### config.mk
export PLATFORM = sky130hd
export DESIGN_NAME = code_bus_router
export DESIGN_NICKNAME = d
export VERILOG_FILES = /design/src/rtl/cbr_pkg.sv /design/src/rtl/cbr_alias_reg.sv /design/src/rtl/cbr_region_decode.sv /design/src/rtl/cbr_alias_xlate.sv /design/src/rtl/code_bus_router.sv
export SDC_FILE = /design/constraint.sdc
export NUM_CORES = 1
export LEC_CHECK = 0
export BUFFER_PORTS_ARGS = -buffer_cell sky130_fd_sc_hd__buf_4
export CORE_MARGIN = 4
export CORE_UTILIZATION = 48
export DETAILED_ROUTE_END_ITERATION = 12
export GPL_ROUTABILITY_DRIVEN = 0
export HOLD_SLACK_MARGIN = 0.08
export PLACE_DENSITY_LB_ADDON = 0.25
export SLEW_MARGIN = 20
export SYNTH_ARGS = -nofsm -noshare
export SYNTH_HDL_FRONTEND = slang
export SYNTH_SLANG_ARGS = --single-unit
### constraint.sdc
create_clock -name clk -period 7.15 [get_ports clk]
set_clock_uncertainty 0.05 [all_clocks]
set_input_delay 0 -clock clk [delete_from_list [all_inputs] [get_ports clk]]
set_output_delay 0 -clock clk [all_outputs]
set_load 0.01 [all_outputs]
### src/rtl/cbr_pkg.sv
// Shared types for the code-region bus router.
// Assumes a 2-bit alias-select encoding with one reserved code.
package cbr_pkg;
    typedef enum logic [1:0] {
        SEL_FLASH = 2'b00,
        SEL_ROM   = 2'b01,
        SEL_RSVD  = 2'b10,
        SEL_SRAM  = 2'b11
    } alias_sel_e;

    typedef enum logic [2:0] {
        DST_NONE     = 3'd0,
        DST_ICODE    = 3'd1,
        DST_DCODE    = 3'd2,
        DST_SYSTEM   = 3'd3,
        DST_INTERNAL = 3'd4
    } dest_e;
endpackage

### src/rtl/cbr_alias_reg.sv
// Alias-select register: holds which memory answers in the low alias window.
// Assumes writes of the reserved code must leave the held value untouched.
module cbr_alias_reg
    import cbr_pkg::*;
(
    input  logic       clk,
    input  logic       rst_n,
    input  logic       we,
    input  logic [1:0] wdata,
    output alias_sel_e sel_q
);
    // Capture legal codes only; reset selects flash.
    always_ff @(posedge clk) begin
        if (!rst_n)
            sel_q <= SEL_FLASH;
        else if (we && (wdata != SEL_RSVD))
            sel_q <= alias_sel_e'(wdata);
    end


    rsvd_write_ignored_chk: assert property (@(posedge clk) disable iff (!rst_n)
        (we && wdata == SEL_RSVD) |=> $stable(sel_q));


    never_rsvd_chk: assert property (@(posedge clk) disable iff (!rst_n)
        sel_q != SEL_RSVD);
endmodule

### src/rtl/cbr_region_decode.sv
// Region decoder: picks a destination port from address and access kind.
// Assumes a debug access is treated as a data access even if fetch is set.
module cbr_region_decode
    import cbr_pkg::*;
#(
    parameter int          ADDR_W     = 32,
    parameter logic [31:0] CODE_END   = 32'h2000_0000,
    parameter logic [31:0] FETCH_LAST = 32'h1FFF_FFFC,
    parameter logic [31:0] INT_LO     = 32'hE000_0000,
    parameter logic [31:0] INT_HI     = 32'hE00F_FFFF
) (
    input  logic [ADDR_W-1:0] addr,
    input  logic              fetch,
    input  logic              debug,
    output dest_e             dest
);
    localparam logic [ADDR_W-1:0] CODE_END_W   = CODE_END[ADDR_W-1:0];
    localparam logic [ADDR_W-1:0] FETCH_LAST_W = FETCH_LAST[ADDR_W-1:0];
    localparam logic [ADDR_W-1:0] INT_LO_W     = INT_LO[ADDR_W-1:0];
    localparam logic [ADDR_W-1:0] INT_HI_W     = INT_HI[ADDR_W-1:0];

    // Classify the address into one destination.
    always_comb begin
        if (addr >= INT_LO_W && addr <= INT_HI_W)
            dest = DST_INTERNAL;
        else if (addr < CODE_END_W)
            dest = (fetch && !debug && addr <= FETCH_LAST_W) ? DST_ICODE : DST_DCODE;
        else
            dest = DST_SYSTEM;
    end
endmodule

### src/rtl/cbr_alias_xlate.sv
// Alias translator: maps an address in the low window onto the selected memory.
// Assumes the window is a power of two starting at address zero.
module cbr_alias_xlate
    import cbr_pkg::*;
#(
    parameter int          ADDR_W     = 32,
    parameter int          ALIAS_BITS = 26,
    parameter logic [31:0] FLASH_BASE = 32'h0800_0000,
    parameter logic [31:0] ROM_BASE   = 32'h1FFF_0000,
    parameter logic [31:0] SRAM_BASE  = 32'h2000_0000
) (
    input  logic [ADDR_W-1:0] addr,
    input  alias_sel_e        sel,
    output logic [ADDR_W-1:0] phys
);
    localparam int HI_W = ADDR_W - ALIAS_BITS;

    logic              in_alias;
    logic [ADDR_W-1:0] base;

    // Window hit when all bits above the window are zero.
    always_comb in_alias = (addr[ADDR_W-1:ALIAS_BITS] == {HI_W{1'b0}});

    // Pick the base of the selected memory.
    always_comb begin
        unique case (sel)
            SEL_ROM:  base = ROM_BASE[ADDR_W-1:0];
            SEL_SRAM: base = SRAM_BASE[ADDR_W-1:0];
            default:  base = FLASH_BASE[ADDR_W-1:0];
        endcase
    end

    // Add the window offset to the base for aliased addresses.
    always_comb
        phys = in_alias ? (base + {{HI_W{1'b0}}, addr[ALIAS_BITS-1:0]}) : addr;
endmodule

### src/rtl/code_bus_router.sv
// Top of the code-region router: decodes, translates and registers one
// request per cycle onto one of three ports or the internal-hit flag.
// Assumes ports accept every request (no back-pressure in this block).
module code_bus_router
    import cbr_pkg::*;
#(
    parameter int          ADDR_W     = 32,
    parameter int          ALIAS_BITS = 26,
    parameter logic [31:0] CODE_END   = 32'h2000_0000,
    parameter logic [31:0] FETCH_LAST = 32'h1FFF_FFFC,
    parameter logic [31:0] INT_LO     = 32'hE000_0000,
    parameter logic [31:0] INT_HI     = 32'hE00F_FFFF,
    parameter logic [31:0] FLASH_BASE = 32'h0800_0000,
    parameter logic [31:0] ROM_BASE   = 32'h1FFF_0000,
    parameter logic [31:0] SRAM_BASE  = 32'h2000_0000
) (
    input  logic              clk,
    input  logic              rst_n,
    input  logic              req_valid,
    input  logic [ADDR_W-1:0] req_addr,
    input  logic              req_fetch,
    input  logic              req_debug,
    input  logic              req_write,
    input  logic              remap_we,
    input  logic [1:0]        remap_wdata,
    output logic [1:0]        remap_sel,
    output logic              ic_valid,
    output logic [ADDR_W-1:0] ic_addr,
    output logic              dc_valid,
    output logic [ADDR_W-1:0] dc_addr,
    output logic              dc_write,
    output logic              dc_debug,
    output logic              sys_valid,
    output logic [ADDR_W-1:0] sys_addr,
    output logic              sys_write,
    output logic              sys_debug,
    output logic              int_hit
);
    localparam logic [ADDR_W-1:0] CODE_END_W   = CODE_END[ADDR_W-1:0];
    localparam logic [ADDR_W-1:0] FETCH_LAST_W = FETCH_LAST[ADDR_W-1:0];

    alias_sel_e        sel_q;
    dest_e             dest;
    logic [ADDR_W-1:0] phys;

    cbr_alias_reg u_alias_reg (
        .clk   (clk),
        .rst_n (rst_n),
        .we    (remap_we),
        .wdata (remap_wdata),
        .sel_q (sel_q)
    );

    cbr_region_decode #(
        .ADDR_W     (ADDR_W),
        .CODE_END   (CODE_END),
        .FETCH_LAST (FETCH_LAST),
        .INT_LO     (INT_LO),
        .INT_HI     (INT_HI)
    ) u_decode (
        .addr  (req_addr),
        .fetch (req_fetch),
        .debug (req_debug),
        .dest  (dest)
    );

    cbr_alias_xlate #(
        .ADDR_W     (ADDR_W),
        .ALIAS_BITS (ALIAS_BITS),
        .FLASH_BASE (FLASH_BASE),
        .ROM_BASE   (ROM_BASE),
        .SRAM_BASE  (SRAM_BASE)
    ) u_xlate (
        .addr (req_addr),
        .sel  (sel_q),
        .phys (phys)
    );

    // Expose the held selection.
    always_comb remap_sel = sel_q;

    // Register the routed request onto its port.
    always_ff @(posedge clk) begin
        if (!rst_n) begin
            ic_valid  <= 1'b0;
            ic_addr   <= '0;
            dc_valid  <= 1'b0;
            dc_addr   <= '0;
            dc_write  <= 1'b0;
            dc_debug  <= 1'b0;
            sys_valid <= 1'b0;
            sys_addr  <= '0;
            sys_write <= 1'b0;
            sys_debug <= 1'b0;
            int_hit   <= 1'b0;
        end else begin
            ic_valid  <= req_valid && (dest == DST_ICODE);
            dc_valid  <= req_valid && (dest == DST_DCODE);
            sys_valid <= req_valid && (dest == DST_SYSTEM);
            int_hit   <= req_valid && (dest == DST_INTERNAL);
            ic_addr   <= phys;
            dc_addr   <= phys;
            dc_write  <= req_write;
            dc_debug  <= req_debug;
            sys_addr  <= req_addr;
            sys_write <= req_write;
            sys_debug <= req_debug;
        end
    end


    one_dest_chk: assert property (@(posedge clk) disable iff (!rst_n)
        $onehot0({ic_valid, dc_valid, sys_valid, int_hit}));


    fetch_to_icode_chk: assert property (@(posedge clk) disable iff (!rst_n)
        (req_valid && req_fetch && !req_debug && req_addr <= FETCH_LAST_W) |=> ic_valid);


    sys_never_code_chk: assert property (@(posedge clk) disable iff (!rst_n)
        sys_valid |-> (sys_addr >= CODE_END_W));


    idle_quiet_chk: assert property (@(posedge clk) disable iff (!rst_n)
        !req_valid |=> !(ic_valid || dc_valid || sys_valid || int_hit));
endmodule

==> impl_results.md, run 1 <==
* Status: finished, final reports clean
* Proportion of netlist area held by the largest area contributor at 0.420
* Distinct cells, synth at 44
* Worst skew pair latency at about 0.31 ns
* Min cycle time layout at around 2.8 ns
* Final period utilization at 0.385
* Worst setup path startpoint: u_alias_reg.sel_q[0]
* CP max stage delay at a little over 0.6 ns
* WHS Path Cells at 3
* Flop pwr share at 0.504
* Max-slew headroom at 0.553
* Worst path bufs/invs at 0
* Avg Inst Size Synth at around 9.6 µm²
* Initial antenna violation count at 0
* Post-synthesis adder-cell area fraction at 0.0591
* First-pass GRT wire length at between 10 and 15 mm
* Fillers at 360
* DRC at 0
* Initial Util at 0.509
* Die Wd at about 83 µm
* Hold Violations, Final at 0
* Final wirelength at 7.78 mm
* Fmax at 363 MHz
* Post-detail-place hpwl at ~5.4 mm
* Post-CTS Hold Buffers at 43
* Area leader, netlist: dfxtp_1
* Number of global-route vias before repair at approximately 2300
* 1st-iter DRT viols at slightly above 80
* Vias/cell at roughly 4.9
* Root Buffer Master: clkbuf_8
* Yosys warning total at 0
* Compound-Gate Fraction of Synth Area at 0.121
* Worst Hold Path EP: sys_write
* Most frequent cell after synthesis: dfxtp_1
* CTS H-tree depth at 2
* Leak at 1.96 nW
* Worst path top cell family by delay: compound AO/OA/AOI/OAI gates
* RR Startpoint: u_alias_reg.sel_q[0]
* Clock Power Share at 0.248
* Clock buffer depth at 2
* Post-synthesis cell area at 2670 µm²
* Seq/Total Area, Yosys at 0.420
* # clock sinks at 56
* Routed vias at around 2400
* Fin. max-slew vios at 0
* TNS Setup at 0 ns
* Post CTS Setup Buffer Count at 0
* Mapped Nets at around 330
* CTS tree: yes
* Comb pwr share at 0.249
* R2R cell count at 7
* FF-to-FF End: dc_addr[26]
* Simple-Gate Fraction of Synth Area at 0.216
* Critical Path End Type: register
* Wire length per cell at between 15 and 20 µm
* Worst-path clk slew at roughly 0.09 ns
* Die height at between 80 and 90 µm
* Primary FF master, synth: dfxtp_1
* DP Area at approximately 3400 µm²
* Sequential Area at 1120 µm²
* Core ar. at between 5000 and 6000 µm²
* Req. time, crit path at 7.29 ns
* Largest family of logic cells by synthesized area: simple AND/OR/NAND/NOR gates
* Final ANT Viol Nets at 0
* Proportion of synthesized area in mux cells at 0.00375
* Max-cap violations at 0
* CP max FO at 14
* Maximum VDD drop at slightly below 0.1 mV
* Flops & latches, synth at between 50 and 60
* Number of nets in the layout at ~470
* Final Core Density at 0.755
* Number of synthesized flops with an enable pin at 0
* Pwr Density at about 170 nW/µm²
* HP Start: req_write
* Gr usage total at 0.218
* CP max-delay cell: nor2b_2
* Final setup viols at 0
* GRT overflow at 0
* XOR/XNOR Fraction of Synth Area at 0.0197
* Row cnt at 26
* Total CTS buffers at 5
* WP data arrival at 2.89 ns
* IO buf count at 146
* FFs w/ async S/R, synth at 0
* Type of origin of the critical path: register
* Register-to-register setup slack at between 4 and 5 ns
* Area of the multi-input gates at around 1100 µm²
* Internal cell power at 0.487 mW
* Final instance area at 3950 µm²
* Cell Chain, Critical Path: nor2b_2 > ha_1 > a21o_2 > a221oi_2 > o311a_1 > xor2_1 > o21bai_1
* DRT Pass-1 Iters at 4
* Net Sw Frac at 0.274
* Top Ports at approximately 150
* Antenna diodes at 0
* PostCTS Resize Cnt at 0
* Most frequent cells after synthesis: dfxtp_1 (56), buf_4 (50), and2_1 (37)
* Worst Tran Pin Value at about 0.67 ns
* Synth area leaders: dfxtp_1 (42%), buf_4 (14%), and2_1 (8.7%), ha_1 (5.2%), a21oi_1 (3.2%)
* Min-delay worst type: in2reg
* Share of layout cells above drive strength 1 at 0.397
* Post-Syn Instances at 279
* RSZ-0062 raised after global routing: false
* Sw power at ~0.18 mW
* Layout area overhead at 48.2%
* Critical path class: reg2reg
* Pin count of the biggest net entering global routing at 48
* DIE AREA at slightly below 7000 µm²
-- power groups by stage --
stage | Clock [mW] | Sequential [mW] | Combinational, mW
after CTS | 0.170 | 0.338 | 0.166
after global routing | 0.179 | 0.340 | 0.181
after global placement | 0 | 0.344 | 0.144
after detailed placement | 0 | 0.345 | 0.146
after floorplan | 0 | 0.352 | 0.0783
final | 0.166 | 0.338 | 0.167
-- worst register-to-register path: cells and delay by family (launching register included) --
kind / cells / cell delay, ns
AOI/OAI and AO/OA: 4 / 0.98
and+or+nand+nor: 1 / 0.61
adders and majority gates: 1 / 0.42
xor gates and xnor gates: 1 / 0.15
DFF: 1 / 0.42
-- how the worst max path moves through the flow --
stage / slack (ns) / endpoint / cells past startpoint
after CTS: 4.09 / dc_addr[26] / 7
after global routing: 4.20 / dc_addr[26] / 7
after global placement: 4.19 / dc_addr[26] / 7
final: 4.40 / dc_addr[26] / 7
after floorplan: 4.45 / dc_addr[26] / 7
after detailed placement: 4.11 / dc_addr[26] / 7
-- per-layer routing --
layer  track usage  share of wire  vias up
li1              -              -     1180
met2         0.407           0.52      110
met5             0              0        -
met1         0.245           0.38     1119
met4        0.0523         0.0084        0
met3        0.0542          0.093        6
-- cell type report --
cell class	instances	share of cell area
Timing Repair Buffer	189	0.386
Sequential cell	56	0.284
Multi-Input combinational cell	162	0.284
Tap cell	70	0.0222
Clock buffer	5	0.0174
Inverter	4	0.00380
Clock inverter	2	0.00317
-- flip-flops by register name (all words and copies together), names as in the netlist --
name,count
sys_debug,1
ic_valid,1
int_hit,1
u_alias_reg.sel_q,2
dc_addr,16
sys_write,1
sys_addr,32
dc_valid,1
sys_valid,1
-- cell usage in the layout, fill, tap and decap left out, drive strengths merged --
| cell type | instances |
|---|---|
| o2bb2ai | 1 |
| a41o | 1 |
| xor2 | 1 |
| clkbuf | 5 |
| and2 | 38 |
| o311ai | 2 |
| buf | 146 |
| nand2 | 19 |
| dfxtp | 56 |
| o311a | 1 |
| a211o | 3 |
| ha | 11 |
| a22oi | 1 |
| o21a | 1 |
| dlygate4sd3 | 43 |
| nor2 | 6 |
| nor4 | 3 |
| and4b | 1 |
| xnor2 | 5 |
| nor2b | 2 |
| a221oi | 1 |
| a31oi | 1 |
| a2111oi | 1 |
| a21o | 6 |
| and3 | 4 |
| and4 | 2 |
| mux2i | 1 |
| o21bai | 1 |
| nor3 | 5 |
| nor3b | 2 |
| fa | 1 |
| a21oi | 17 |
| nand2b | 2 |
| inv | 3 |
| nand3 | 11 |
| clkinv | 2 |
| nand4 | 7 |
| o21ai | 4 |
| clkinvlp | 1 |
-- cell families (layout without fill, tap and decap cells) --
group                      count (synthesis)  in the layout
AOI/OAI and AO/OA                         41             41
xor gates and xnor gates                   6              6
adders and majority gates                 12             12
buffers and inverters                     61            200
DFF                                       56             56
muxes                                      1              1
and+or+nand+nor                          102            102
-- stage by stage --
step                      power, mW  instances  worst slack [ns]  hold WS, ns
after detailed placement      0.491        438              4.11        0.165
after global routing          0.700        488              4.20        0.407
after global placement        0.488        438              4.19        0.158
final                         0.671        488              4.40        0.401
after floorplan               0.430        279              4.45       0.0717
after CTS                     0.674        488              4.09        0.401
Power figures use the tool's default switching activity.
==> inputs of run 2 (changes only) <==
--- a/config.mk
+++ b/config.mk
@@ -7,7 +7,7 @@
 export LEC_CHECK = 0
 export BUFFER_PORTS_ARGS = -buffer_cell sky130_fd_sc_hd__buf_4
 export CORE_MARGIN = 4
-export CORE_UTILIZATION = 48
+export CORE_UTILIZATION = 44
 export DETAILED_ROUTE_END_ITERATION = 12
 export GPL_ROUTABILITY_DRIVEN = 0
 export HOLD_SLACK_MARGIN = 0.08
==> constraint.sdc (replaced) <==
create_clock -name clk -period 2.75 [get_ports clk]
set_clock_uncertainty 0.05 [all_clocks]
set_input_delay 0 -clock clk [delete_from_list [all_inputs] [get_ports clk]]
set_output_delay 0 -clock clk [all_outputs]
set_load 0.01 [all_outputs]
==> impl_results.md, run 2 (same netlist as run 1, synthesis figures left out) <==
* Status: finished, final reports clean
* Min cycle time layout at 2.47 ns (-0.281 ns)
* IO buf count at 146 (unchanged)
* CP max FO at 13 (-1)
* Min-delay worst type: in2reg
* Sequential Area at 1120 µm² (unchanged)
* Maximum VDD drop at 0.226 mV (+130%)
* CTS H-tree depth at 2 (unchanged)
* Fin cells at 492 (+0.82%)
* Max-slew headroom at 0.668 (+0.115)
* Clock buffer depth at 2 (unchanged)
* Die height at 85.8 µm (+4.0%)
* CP max stage delay at 0.41 ns (-0.20 ns)
* Max reg flops at 32 (unchanged)
* Post CTS Setup Buffer Count at 0 (unchanged)
* Fmax at 404 MHz (+11%)
* DP Area at 3450 µm² (+0.40%)
* Worst Hold Path EP: dc_valid
* Worst path bufs/invs at 1 (+1)
* DRC at 0 (unchanged)
* CP max-delay cell: dfxtp_1
* Type of origin of the critical path: register
* Top reg by flops: sys_addr
* Hold Violations, Final at 0 (unchanged)
* Leak at 1.95 nW (-0.32%)
* Die Wd at 85.8 µm (+4.0%)
* Number of nets in the layout at 470 (-0.21%)
* Initial antenna violation count at 0 (unchanged)
* Worst skew pair latency at 0.30 ns (about the same)
* Top Ports at 147 (unchanged)
* Max-cap violations at 0 (unchanged)
* CTS tree: yes
* Wire length per cell at 15.2 µm (-4.6%)
* Total CTS buffers at 5 (unchanged)
* Row cnt at 28 (+7.7%)
* Worst path top cell family by delay: compound AO/OA/AOI/OAI gates
* Register-to-register setup slack at 0.28 ns (-4.12 ns)
* Cell Chain, Critical Path: nor2b_1 > buf_4 > ha_1 > a21o_2 > a221oi_2 > o311a_1 > xor2_1 > o21bai_1
* Critical Path End Type: register
* FF-to-FF End: dc_addr[26]
* 1st-iter DRT viols at 60 (-28%)
* Worst-path clk slew at 0.09 ns (about the same)
* Initial Util at 0.453 (-0.0561)
* Worst Tran Pin Value at 0.497 ns (-0.170 ns)
* Worst slack, placed at 0.318 ns (-3.80 ns)
* Layout area overhead at 47.9%
* Fin. max-slew vios at 0 (unchanged)
* Gr usage total at 0.201 (-0.0164)
* Core ar. at 5890 µm² (+12%)
* Share of layout cells above drive strength 1 at 0.398 (+0.000952)
* First-pass GRT wire length at 11.7 mm (+4.4%)
* Pwr Density at 441 nW/µm² (+160%)
* Post-detail-place hpwl at 5.48 mm (+0.96%)
* Final instance area at 3940 µm² (-0.22%)
* Number of global-route vias before repair at 2362 (+2.8%)
* Final ANT Viol Nets at 0 (unchanged)
* Top library cells by usage in the layout, fill and taps aside: buf_4 (147), dfxtp_1 (56), dlygate4sd3_1 (41), and2_1 (37), nand2_1 (19)
* Crit. path cell count at 8 (+1)
* Area of the multi-input gates at 1120 µm² (-0.22%)
* WHS Path Cells at 4 (+1)
* Req. time, crit path at 2.89 ns (-4.40 ns)
* WP data arrival at 2.61 ns (-0.28 ns)
* RSZ-0062 raised after global routing: false
* Final setup viols at 0 (unchanged)
* Antenna diodes at 0 (unchanged)
* Inst Count DP at 444 (+1.4%)
* RR Startpoint: u_alias_reg.sel_q[0]
* DRT Pass-1 Iters at 4 (unchanged)
* DIE AREA at 7370 µm² (+8.2%)
* HP Start: req_fetch
* PostCTS Resize Cnt at 0 (unchanged)
* Routed vias at 2398 (-0.70%)
* Pin count of the biggest net entering global routing at 48 (unchanged)
* R2R cell count at 8 (+1)
* TNS Setup at 0 ns (unchanged)
* Vias/cell at 4.87 (-1.5%)
* Fillers at 477 (+33%)
* Commonest non-fill, non-tap cell in the layout: buf_4
* Final wirelength at 7.48 mm (-3.8%)
* Critical path class: reg2reg
* Final period utilization at 0.899 (+0.514)
* Largest regs: sys_addr: 32 flops, dc_addr: 16 flops, u_alias_reg.sel_q: 2 flops
* Root Buffer Master: clkbuf_8
* Post-CTS Hold Buffers at 41 (-4.7%)
* Final setup margin at 0.278 ns (-4.12 ns)
* # clock sinks at 56 (unchanged)
* GRT overflow at 0 (unchanged)
[run 2: worst reg2reg max path, stage by stage (launching register included)]
cell and delay (ns):
dfxtp_1 0.41, nor2b_1 0.19, buf_4 0.23, ha_1 0.33, a21o_2 0.26, a221oi_2 0.40, o311a_1 0.25, xor2_1 0.16
o21bai_1 0.07
[run 2: cell type report]
type / instances / area share
timing repair buffer: 188 / 0.384
clock buffer: 5 / 0.0174
inverter: 4 / 0.00381
clock inverter: 2 / 0.00317
multi-input combinational: 162 / 0.284
tap: 75 / 0.0238
sequential: 56 / 0.284
[run 2: metal layers]
layer | GRT usage | up-vias | part of all wire | wire, µm
met2 | 0.375 | 104 | 0.52 | 3910
met5 | 0 | - | 0 | 0
met3 | 0.0480 | 8 | 0.080 | 601
li1 | - | 1177 | - | -
met1 | 0.228 | 1109 | 0.38 | 2860
met4 | 0.0532 | 0 | 0.014 | 106
[run 2: worst max path at each step]
stage,startpoint,endpoint,slack (ns)
after floorplan,u_alias_reg.sel_q[0],dc_addr[26],0.05
after global placement,u_alias_reg.sel_q[0],dc_addr[26],0.37
after detailed placement,u_alias_reg.sel_q[0],dc_addr[26],0.32
after CTS,u_alias_reg.sel_q[0],dc_addr[26],0.28
after global routing,u_alias_reg.sel_q[0],dc_addr[26],0.11
final,u_alias_reg.sel_q[0],dc_addr[26],0.28
[run 2: where the power goes]
group / switching (mW) / internal [mW]
registers: 0.0248 / 0.853
logic: 0.194 / 0.239
clock network: 0.253 / 0.173
[run 2: through the flow]
| step | power (mW) | util | hold slack [ns] |
|---|---|---|---|
| after floorplan | 1.12 | - | 0.0717 |
| after global placement | 1.27 | 0.587 | 0.159 |
| after detailed placement | 1.28 | 0.587 | 0.164 |
| after CTS | 1.75 | 0.670 | 0.102 |
| after global routing | 1.83 | 0.670 | 0.116 |
| final | 1.74 | 0.670 | 0.0970 |
==> inputs of run 3 (changes only) <==
--- a/config.mk
+++ b/config.mk
@@ -5,9 +5,10 @@
 export SDC_FILE = /design/constraint.sdc
 export NUM_CORES = 1
 export LEC_CHECK = 0
+export ABC_AREA = 1
 export BUFFER_PORTS_ARGS = -buffer_cell sky130_fd_sc_hd__buf_4
 export CORE_MARGIN = 4
-export CORE_UTILIZATION = 44
+export CORE_UTILIZATION = 45
 export DETAILED_ROUTE_END_ITERATION = 12
 export GPL_ROUTABILITY_DRIVEN = 0
 export HOLD_SLACK_MARGIN = 0.08
==> impl_results.md, run 3 <==
* Worst-path clk slew at 0.10 ns (about the same)
* CTS tree: yes
* Number of synthesized flops with an enable pin at 0 (unchanged)
* Status: finished, final reports clean
* Worst skew pair latency at 0.30 ns (about the same)
* Primary FF master, synth: dfxtp_1
* Type of origin of the critical path: register
* FFs w/ async S/R, synth at 0 (unchanged)
* Final setup viols at 0 (unchanged)
* Post-Syn Instances at 371 (+33%)
* Share of layout cells above drive strength 1 at 0.303 (-0.0947)
* Synth area leaders: dfxtp_1 (40%), buf_4 (14%), nand2_1 (13%), inv_1 (9.7%), ha_1 (5.0%)
* Top Layer Used: met4
* Fin. max-slew vios at 0 (unchanged)
* TNS Setup at 0 ns (unchanged)
* Fmax at 432 MHz (+6.9%)
* DP Area at 3570 µm² (+3.6%)
* Met2 WL at 4.71 mm (+21%)
* Min cycle time layout at 2.31 ns (-0.159 ns)
* GRT overflow at 0 (unchanged)
* Final wirelength at 8.82 mm (+18%)
* Final setup margin at 0.437 ns (+0.159 ns)
* Top reg by flops: sys_addr
* Die height at 86.6 µm (+0.86%)
* Avg Inst Size Synth at 7.49 µm² (-22%)
* Pwr Density at 416 nW/µm² (-5.5%)
* Critical Path End Type: register
* Post-detail-place hpwl at 5.86 mm (+6.9%)
* Leak at 2.46 nW (+26%)
* Wire length per cell at 14.5 µm (-4.8%)
* Most frequent cell after synthesis: nand2_1
* RR Startpoint: u_alias_reg.sel_q[1]
* Post CTS Setup Buffer Count at 0 (unchanged)
* Worst slack, placed at 0.485 ns (+0.167 ns)
* Antenna diodes at 0 (unchanged)
* Root Buffer Master: clkbuf_8
* Distinct cells, synth at 29 (-34%)
* Final period utilization at 0.841 (-0.0578)
* Final instance area at 4290 µm² (+8.9%)
* CP max FO at 13 (unchanged)
* Routed vias at 2818 (+18%)
* Number of global-route vias before repair at 2839 (+20%)
* DIE AREA at 7500 µm² (+1.7%)
* Fillers at 481 (+0.84%)
* Commonest non-fill, non-tap cell in the layout: buf_4
* Pin count of the biggest net entering global routing at 37 (-23%)
* Yosys warning total at 0 (unchanged)
* Gr usage total at 0.236 (+0.0351)
* Row cnt at 28 (unchanged)
* Worst Tran Pin Value at 0.493 ns (-0.00334 ns)
* Maximum VDD drop at 0.316 mV (+39%)
* WP data arrival at 2.47 ns (-0.14 ns)
* Hold Violations, Final at 0 (unchanged)
* Sequential Area at 1120 µm² (unchanged)
* Proportion of netlist area held by the largest area contributor at 0.403 (-0.0170)
* Seq/Total Area, Yosys at 0.403 (-0.0170)
* IO buf count at 146 (unchanged)
* Overall Power at 1.79 mW (+2.8%)
* Top library cells by usage in the layout, fill and taps aside: buf_4 (146), nand2_1 (93), inv_1 (72), dlygate4sd3_1 (63), dfxtp_1 (56)
* Initial Util at 0.467 (+0.0136)
* Area of the multi-input gates at 987 µm² (-12%)
* Post-synthesis cell area at 2780 µm² (+4.2%)
* Most frequent cells after synthesis: nand2_1 (93), inv_1 (72), dfxtp_1 (56)
* Max reg flops at 32 (unchanged)
* Number of nets in the layout at 586 (+25%)
* Clock buffer depth at 2 (unchanged)
* Max-cap violations at 0 (unchanged)
* CTS H-tree depth at 2 (unchanged)
* Area leader, netlist: dfxtp_1
* FF-to-FF End: dc_addr[22]
* Initial antenna violation count at 0 (unchanged)
* WHS Path Cells at 4 (unchanged)
* DRC at 0 (unchanged)
* Core ar. at 5960 µm² (+1.2%)
* Min-delay worst type: in2reg
* Max-slew headroom at 0.671 (+0.00267)
* Post-CTS Hold Buffers at 63 (+54%)
* Critical path class: reg2reg
* Die Wd at 86.6 µm (+0.86%)
* Largest regs: sys_addr: 32 flops, dc_addr: 16 flops, u_alias_reg.sel_q: 2 flops
* Register-to-register setup slack at 0.44 ns (+0.16 ns)
* 1st-iter DRT viols at 89 (+48%)
* RSZ-0062 raised after global routing: false
* Layout area overhead at 54.5%
* DRT Pass-1 Iters at 4 (unchanged)
* Vias/cell at 4.63 (-5.1%)
* Top Ports at 147 (unchanged)
* Final ANT Viol Nets at 0 (unchanged)
* Req. time, crit path at 2.91 ns (+0.02 ns)
* R2R cell count at 13 (+5)
* PostCTS Resize Cnt at 0 (unchanged)
* HP Start: req_addr[27]
* Metal3 WL at 654 µm (+8.8%)
* Flops & latches, synth at 56 (unchanged)
* Mapped Nets at 424 (+28%)
* # clock sinks at 56 (unchanged)
* Total CTS buffers at 5 (unchanged)
* First-pass GRT wire length at 13.9 mm (+18%)
* M1 wire length at 3.27 mm (+14%)
* Worst Hold Path EP: sys_addr[27]
## run 3: cell types whose count changed after synthesis, moves of 5 or more
cell / before / now
inv_1: 3 / 72
nand3_1: 11 / 18
xnor2_1: 5 / 0
a21oi_1: 17 / 11
nand2_1: 19 / 93
and2_1: 37 / 0
nor2_1: 6 / 17
## run 3: layer usage
| metal | vias up | GRT usage |
|---|---|---|
| met5 | - | 0 |
| met3 | 15 | 0.0466 |
| met2 | 123 | 0.458 |
| met4 | 0 | 0.0708 |
| li1 | 1404 | - |
| met1 | 1276 | 0.254 |
## run 3: kinds of logic after synthesis
family / synth area share
AND/OR/NAND/NOR: 0.252
adder cells (fa/ha/maj): 0.0567
flip-flops: 0.403
AO/OA/AOI/OAI: 0.0432
buffers and inverters: 0.241
XOR/XNOR: 0.00315
## run 3: critical path, stage by stage (launching register included)
cell      delay (ns)
dfxtp_1         0.37
inv_1           0.07
nand2_1         0.07
inv_1           0.23
ha_1            0.33
fa_1            0.39
nand2_1         0.10
nand2_1         0.10
nand3b_1        0.09
nand2_1         0.08
a21oi_1         0.13
o21ai_0         0.11
nand2_1         0.07
inv_1           0.03
## run 3: final cells by class
class,count,area share
sequential,56,0.261
multi-input combinational,188,0.230
timing repair buffer,209,0.402
clock inverter,2,0.00379
inverter,73,0.0644
tap,75,0.0219
clock buffer,6,0.0169
## run 3: worst max path at each step
stage,slack [ns],startpoint,cells past startpoint,endpoint
final,0.44,u_alias_reg.sel_q[1],13,dc_addr[22]
after floorplan,0.70,u_alias_reg.sel_q[1],13,dc_addr[22]
after detailed placement,0.48,u_alias_reg.sel_q[1],13,dc_addr[26]
after global placement,0.59,u_alias_reg.sel_q[1],13,dc_addr[26]
after CTS,0.45,u_alias_reg.sel_q[1],13,dc_addr[26]
after global routing,0.19,u_alias_reg.sel_q[1],13,dc_addr[22]
## run 3: power by group
group,switching [mW],total (mW),internal (mW)
logic,0.222,0.465,0.243
registers,0.0254,0.879,0.854
clock network,0.261,0.443,0.182
## run 3: per-stage QoR
step                      utilization  hold WS [ns]  cells
final                           0.721         0.427    609
after detailed placement        0.600         0.137    538
after floorplan                     -        0.0435    371
after global routing            0.721         0.426    609
after global placement          0.600         0.133    538
after CTS                       0.721         0.419    609
